$ cat config.mk
export PLATFORM = sky130hd
export DESIGN_NAME = pair_vol_mixer
export DESIGN_NICKNAME = d
export VERILOG_FILES = /design/src/rtl/cvm_pkg.sv /design/src/rtl/cvm_mix.sv /design/src/rtl/cvm_gain.sv /design/src/rtl/pair_vol_mixer.sv
export SDC_FILE = /design/constraint.sdc
export NUM_CORES = 2
export LEC_CHECK = 0
export BUFFER_PORTS_ARGS = -buffer_cell sky130_fd_sc_hd__buf_2
export CAP_MARGIN = 20
export CORE_ASPECT_RATIO = 1.4
export CORE_UTILIZATION = 50
export CTS_BUF_LIST = sky130_fd_sc_hd__clkbuf_16
export DETAILED_ROUTE_END_ITERATION = 10
export PLACE_DENSITY = 0.63
export SETUP_SLACK_MARGIN = 0.1
export SLEW_MARGIN = 20
export SYNTH_ARGS = -nofsm -noshare
export SYNTH_HDL_FRONTEND = slang
export SYNTH_HIERARCHICAL = 1
export SYNTH_SLANG_ARGS = --single-unit
$ cat constraint.sdc
create_clock -name clk -period 12.6 [get_ports clk]
set_clock_uncertainty 0.1 [all_clocks]
set_input_delay 2.52 -clock clk [delete_from_list [all_inputs] [get_ports clk]]
set_output_delay 2.52 -clock clk [all_outputs]
set_load 0.02 [all_outputs]
$ cat src/rtl/cvm_pkg.sv
// Package for the pair mixer: shared widths, the routing-source
// encoding, and the constant function that builds the gain table.
// Assumes gain codes below 2^7 and a Q1.15 gain format.
package cvm_pkg;
    localparam int DATA_W    = 24;
    localparam int VOL_W     = 7;
    localparam int MIX_W     = 5;
    localparam int GAIN_FRAC = 15;
    localparam int GAIN_W    = GAIN_FRAC + 1;

    typedef enum logic [1:0] {
        SRC_NONE  = 2'b00,
        SRC_RIGHT = 2'b01,
        SRC_LEFT  = 2'b10,
        SRC_AVG   = 2'b11
    } src_sel_e;

    // 10^(-1/20) in Q2.30.
    localparam longint STEP_Q30 = 64'sd956973408;

    // Gain for attenuation code n in Q1.15, rounded to nearest.
    function automatic logic [GAIN_W-1:0] gain_q15(input int n);
        longint acc;
        acc = 64'sd1 <<< 30;
        for (int k = 0; k < n; k++) begin
            acc = (acc * STEP_Q30 + (64'sd1 <<< 29)) >>> 30;
        end
        acc = (acc + (64'sd1 <<< (29 - GAIN_FRAC))) >>> (30 - GAIN_FRAC);
        return acc[GAIN_W-1:0];
    endfunction
endpackage

$ cat src/rtl/cvm_mix.sv
// Source selector for one output channel.
// Picks left, right, their mean (rounded down) or zero.
// `kill` forces zero for an undecoded routing code.
// Purely combinational; the caller registers the result.
module cvm_mix #(
    parameter int DATA_W = cvm_pkg::DATA_W
) (
    input  logic signed [DATA_W-1:0] left,
    input  logic signed [DATA_W-1:0] right,
    input  cvm_pkg::src_sel_e        sel,
    input  logic                     kill,
    output logic signed [DATA_W-1:0] smp
);
    localparam int SUM_W = DATA_W + 1;

    logic signed [SUM_W-1:0] sum;

    // Full-precision sum; dropping the low bit gives the floored mean.
    always_comb sum = SUM_W'(left) + SUM_W'(right);

    // Route the chosen source, or zero when the code is undecoded.
    always_comb begin
        if (kill) begin
            smp = '0;
        end else begin
            unique case (sel)
                cvm_pkg::SRC_RIGHT: smp = right;
                cvm_pkg::SRC_LEFT:  smp = left;
                cvm_pkg::SRC_AVG:   smp = sum[SUM_W-1:1];
                default:            smp = '0;
            endcase
        end
    end
endmodule

$ cat src/rtl/cvm_gain.sv
// Attenuation, mute and polarity stage for one output channel.
// It looks up a Q1.15 gain for the dB code, multiplies, floors,
// then applies the saturating negate and the mute.
// The result register loads only when `en` is high.
// Assumes `smp` and the controls are stable on edges where `en` is high.
module cvm_gain #(
    parameter int DATA_W    = cvm_pkg::DATA_W,
    parameter int VOL_W     = cvm_pkg::VOL_W,
    parameter int GAIN_FRAC = cvm_pkg::GAIN_FRAC
) (
    input  logic                     clk,
    input  logic                     rst_n,
    input  logic                     en,
    input  logic signed [DATA_W-1:0] smp,
    input  logic [VOL_W-1:0]         vol,
    input  logic                     mute,
    input  logic                     inv,
    output logic signed [DATA_W-1:0] q
);
    localparam int GAIN_W  = GAIN_FRAC + 1;
    localparam int NCODES  = 1 << VOL_W;
    localparam int PROD_W  = DATA_W + GAIN_W + 1;
    localparam logic signed [DATA_W-1:0] MOST_NEG = {1'b1, {(DATA_W-1){1'b0}}};
    localparam logic signed [DATA_W-1:0] MOST_POS = {1'b0, {(DATA_W-1){1'b1}}};

    logic [GAIN_W-1:0]         lut [NCODES];
    logic signed [PROD_W-1:0]  prod;
    logic signed [DATA_W-1:0]  att;
    logic signed [DATA_W-1:0]  nxt;

    // Gain table, one constant per attenuation code.
    for (genvar i = 0; i < NCODES; i++) begin : g_lut
        localparam logic [GAIN_W-1:0] GV = cvm_pkg::gain_q15(i);
        assign lut[i] = GV;
    end

    // Scale by the gain; bit selection floors the Q1.15 product.
    always_comb begin
        prod = PROD_W'(smp) * $signed({1'b0, lut[vol]});
        att  = prod[GAIN_FRAC +: DATA_W];
    end

    // Saturating negate, then mute.
    always_comb begin
        if (mute)                     nxt = '0;
        else if (inv && att == MOST_NEG) nxt = MOST_POS;
        else if (inv)                 nxt = -att;
        else                          nxt = att;
    end

    // Output register, loaded only for valid samples.
    always_ff @(posedge clk) begin
        if (!rst_n)  q <= '0;
        else if (en) q <= nxt;
    end

    function automatic logic [DATA_W:0] mag(input logic signed [DATA_W-1:0] v);
        return (v < 0) ? (DATA_W+1)'(-(DATA_W+1)'(v)) : (DATA_W+1)'(v);
    endfunction

    AST_NO_OVERFLOW: assert property (@(posedge clk) disable iff (!rst_n)
        $past(en) |-> mag(q) <= mag($past(smp)));
endmodule

$ cat src/rtl/pair_vol_mixer.sv
// Top of the stereo pair mixer.
// Stage 1 routes the samples and captures all configuration.
// Stage 2 (inside cvm_gain) attenuates, mutes and inverts.
// Latency is two clocks. Configuration is taken only with a valid sample.
module pair_vol_mixer #(
    parameter int DATA_W = cvm_pkg::DATA_W,
    parameter int VOL_W  = cvm_pkg::VOL_W,
    parameter int MIX_W  = cvm_pkg::MIX_W
) (
    input  logic              clk,
    input  logic              rst_n,
    input  logic              in_valid,
    input  logic [DATA_W-1:0] in_left,
    input  logic [DATA_W-1:0] in_right,
    input  logic [MIX_W-1:0]  mix_code,
    input  logic [VOL_W-1:0]  vol_a,
    input  logic [VOL_W-1:0]  vol_b,
    input  logic              mute,
    input  logic              link_ab,
    input  logic              inv_a,
    input  logic              inv_b,
    output logic              out_valid,
    output logic [DATA_W-1:0] out_a,
    output logic [DATA_W-1:0] out_b
);
    localparam int NCH = 2;

    logic signed [DATA_W-1:0] mixed  [NCH];
    logic [VOL_W-1:0]         vsel   [NCH];
    logic                     isel   [NCH];
    logic signed [DATA_W-1:0] s1_smp [NCH];
    logic [VOL_W-1:0]         s1_vol [NCH];
    logic                     s1_inv [NCH];
    logic signed [DATA_W-1:0] res    [NCH];
    logic                     s1_valid;
    logic                     s1_mute;

    // Per-channel settings: channel 0 is A, channel 1 is B.
    always_comb begin
        vsel[0] = vol_a;
        vsel[1] = link_ab ? vol_a : vol_b;
        isel[0] = inv_a;
        isel[1] = inv_b;
    end

    for (genvar c = 0; c < NCH; c++) begin : g_ch
        localparam int SEL_LO = 2 * (NCH - 1 - c);

        cvm_mix #(.DATA_W(DATA_W)) u_mix (
            .left  ($signed(in_left)),
            .right ($signed(in_right)),
            .sel   (cvm_pkg::src_sel_e'(mix_code[SEL_LO +: 2])),
            .kill  (mix_code[MIX_W-1]),
            .smp   (mixed[c])
        );

        // Stage 1: capture the routed sample and its controls.
        always_ff @(posedge clk) begin
            if (!rst_n) begin
                s1_smp[c] <= '0;
                s1_vol[c] <= '0;
                s1_inv[c] <= 1'b0;
            end else if (in_valid) begin
                s1_smp[c] <= mixed[c];
                s1_vol[c] <= vsel[c];
                s1_inv[c] <= isel[c];
            end
        end

        cvm_gain #(.DATA_W(DATA_W), .VOL_W(VOL_W)) u_gain (
            .clk   (clk),
            .rst_n (rst_n),
            .en    (s1_valid),
            .smp   (s1_smp[c]),
            .vol   (s1_vol[c]),
            .mute  (s1_mute),
            .inv   (s1_inv[c]),
            .q     (res[c])
        );
    end

    // Strobe pipeline and the pair-wide mute capture.
    always_ff @(posedge clk) begin
        if (!rst_n) begin
            s1_valid  <= 1'b0;
            s1_mute   <= 1'b0;
            out_valid <= 1'b0;
        end else begin
            s1_valid  <= in_valid;
            out_valid <= s1_valid;
            if (in_valid) s1_mute <= mute;
        end
    end

    assign out_a = res[0];
    assign out_b = res[1];

    AST_VALID_LATENCY: assert property (@(posedge clk) disable iff (!rst_n)
        out_valid |-> $past(in_valid, 2));
    AST_MUTE_ZERO: assert property (@(posedge clk) disable iff (!rst_n)
        $past(in_valid && mute, 2) |-> (out_a == '0 && out_b == '0));
    AST_UNDECODED_SILENT: assert property (@(posedge clk) disable iff (!rst_n)
        $past(in_valid && mix_code[MIX_W-1], 2) |-> (out_a == '0 && out_b == '0));
endmodule

==> impl_results.md <==
* RePlAce Congestion at 0.946
* CP Max Fanout at 22
* Commonest non-fill, non-tap cells in the layout: 728 x fa_1, 670 x inv_1, 564 x nand2_1
* Flops & latches, synth at 115
* Nets@finish at 5,556
* Post-Syn Nets at 5,612
* Gr busiest metal: met2
* Syn avg cell area at 8.61 sq um
* Final min period at 10.55 ns
* Routed Antenna Nets at 0
* Latest clock arrival within the worst-skew pair at 0.50 ns
* Post-synthesis sequential area ratio at 0.0749
* Total negative slack at 0 ns
* Grt total ovfl at 0
* Drt first pass iters at 6
* Critical path's slowest cell: a21oi_1
* Total Routed Length at 120 mm
* Rel. slew slack at 0.287
* DR vias/cell at 5.81
* RSZ-0062 raised after global routing: false
* First-pass GRT wire length at 191 mm
* Largest net degree at the start of global routing at 80
* Yosys Warn Count at 6
* Met3 GRT Util at 0.0377
* Cts hold-fix bufs at 0
* N_diodes at 0
* Critical path endpoint category: register
* Die area at 79,500 sq um
* IO Pins at 123
* Via count at 32,300
* Synth unique cells at 109
* Max-Cap Viols at 0
* Final hold violation count at 0
* DRC viols at 0
* Share of cells above drive strength 1 at 0.0699
* CP Class: register to register
* Slowest stage delay, CP at 0.85 ns
* CORE AREA at 77,700 sq um
* Leading cell type in the layout, fill and taps excluded: fa_1
* Crit path DAT at 10.89 ns
* Post-Syn Instances at 4,550
* CTS tree: done
* Clk Tree Root Cell: clkbuf_16
* CTS buffer count at 17
* Max Root-Sink Buffers at 2
* Initial drt markers at 1,819
* Hold crit path type: register to register
* Clk sinks at 115
* Row cnt at 121
* Max Fclk at 0.0948 GHz
* Main synth FF type: edfxtp_1
* Die Wd at 239 um
* Die Height at 333 um
* Max-slew violations at 0
* Met2 Track Usage GR at 0.583
* Vias in the first global route at 35,000
* Port bufs at 122
* Overall global routing resource usage at 0.313
* Initial antenna violation count at 0
* Status: finished clean
* Post-cts resize count at 0
* Setup violators final at 0
* Drt wl/cell at 21.6 um
* EDFF count, synth at 63
* Clock-pin slew on the worst setup and hold paths at 0.08 ns
* Fin crit share at 0.837
* Synthesis-to-finish area growth at 5.22%
* CP required at 12.94 ns
* Cell mode on critical path: fa_1
* Async set or reset register ratio after synthesis at 0
* Hpwl dp at 96.0 mm
* GR Layer Usage met1 at 0.329
* Fin Hold WS at 0.334 ns
* H-tree depth at 4
* Measured slew at the worst slew-check pin at 1.07 ns
* Startpoint Class: register
* Mapped cell area at 39,200 sq um
* Initial core utilization at 0.504
* Postcts setup bufs at 0
-- stage by stage --
step / instance area (sq um) / utilization / setup slack [ns] / cells
floorplan: 39200 / - / 3.67 / 4550
global placement: 40600 / 0.522 / 2.08 / 5515
detailed placement: 40600 / 0.523 / 1.99 / 5517
CTS: 41200 / 0.530 / 1.94 / 5549
global route: 41200 / 0.531 / 1.32 / 5552
finish: 41200 / 0.531 / 2.05 / 5552
-- routing by layer --
| metal | vias to the layer above | routed length, um |
|---|---|---|
| met2 | 1025 | 63300 |
| met1 | 16200 | 42600 |
| li1 | 14600 | - |
| met5 | - | 0 |
| met3 | 377 | 5100 |
| met4 | 0 | 8660 |
-- critical path, delay by kind of cell (launching register included) --
family / cells / cell delay, ns
and+or+nand+nor: 7 / 1.50
AOI/OAI and AO/OA: 11 / 3.72
DFF: 1 / 0.63
adders and majority gates: 8 / 3.64
buffers and inverters: 5 / 0.87
-- kinds of logic (layout without fill, tap and decap cells) --
group                      Yosys count  in the layout  synth area share
AOI/OAI and AO/OA                  811            811             0.139
xor gates and xnor gates           120            120            0.0268
DFF                                115            115            0.0749
and+or+nand+nor                   1562           1562             0.204
muxes                               31             31           0.00898
buffers and inverters              923            880            0.0912
adders and majority gates          988            988             0.455
-- layout make-up --
| cell class | instances | area [sq um] |
|---|---|---|
| clock buffer | 18 | 450 |
| tap | 1045 | 1310 |
| fill | 7554 | 36500 |
| timing repair buffer | 175 | 1030 |
| sequential | 115 | 2930 |
| multi-input combinational | 3512 | 32800 |
| clock inverter | 14 | 129 |
| inverter | 673 | 2530 |
-- synthesized netlist by cell type, types with 11 or more instances --
cell | count | area [sq um]
xor2_1 | 40 | 350
dfxtp_1 | 52 | 1040
o21ai_1 | 32 | 160
a21boi_0 | 11 | 82.6
nand2b_1 | 18 | 113
xnor2_1 | 80 | 701
a21oi_2 | 15 | 131
a22oi_1 | 34 | 255
buf_1 | 14 | 52.6
a21o_1 | 47 | 353
o21ai_0 | 141 | 706
clkbuf_1 | 201 | 754
inv_1 | 670 | 2510
nand3_1 | 47 | 235
or3_1 | 29 | 181
o21a_1 | 12 | 90.1
ha_1 | 260 | 3250
nand3b_1 | 21 | 158
nand4_1 | 31 | 194
nor2_1 | 168 | 631
nor3_1 | 54 | 270
nor2b_1 | 49 | 307
o211ai_1 | 42 | 315
and3_1 | 75 | 469
edfxtp_1 | 63 | 1890
nand2_1 | 564 | 2120
a211oi_1 | 44 | 330
fa_1 | 728 | 14600
o31ai_1 | 18 | 135
buf_2 | 19 | 95.1
and2_1 | 443 | 2770
a211o_1 | 12 | 105
a21oi_1 | 233 | 1170
mux2i_1 | 25 | 250
a31oi_1 | 28 | 175
-- sequential cells by signal, summed over array words and instances (netlist names) --
| register | flops |
|---|---|
| g_ch.u_gain/q | 48 |
| s1_smp | 48 |
| s1_vol | 14 |
| s1_inv | 2 |
| out_valid | 1 |
| s1_mute | 1 |
| s1_valid | 1 |
-- final timing paths --
check / from / to / slack (ns) / cells past startpoint
hold / removal: g_ch[0].u_gain/q[0]$_SDFFE_PN0P_ / g_ch[0].u_gain/q[0]$_SDFFE_PN0P_ / 0.33 / 2
hold reg to reg: g_ch[0].u_gain/q[0]$_SDFFE_PN0P_ / g_ch[0].u_gain/q[0]$_SDFFE_PN0P_ / 0.33 / 2
setup reg to reg: s1_vol[1][0]$_SDFFCE_PN0P_ / g_ch[1].u_gain/q[0]$_SDFFE_PN0P_ / 2.05 / 31
setup / recovery: s1_vol[1][0]$_SDFFCE_PN0P_ / g_ch[1].u_gain/q[0]$_SDFFE_PN0P_ / 2.05 / 31
Power is not shown: default switching activity piles up to over one toggle a cycle in this logic, so the estimate is an artifact.
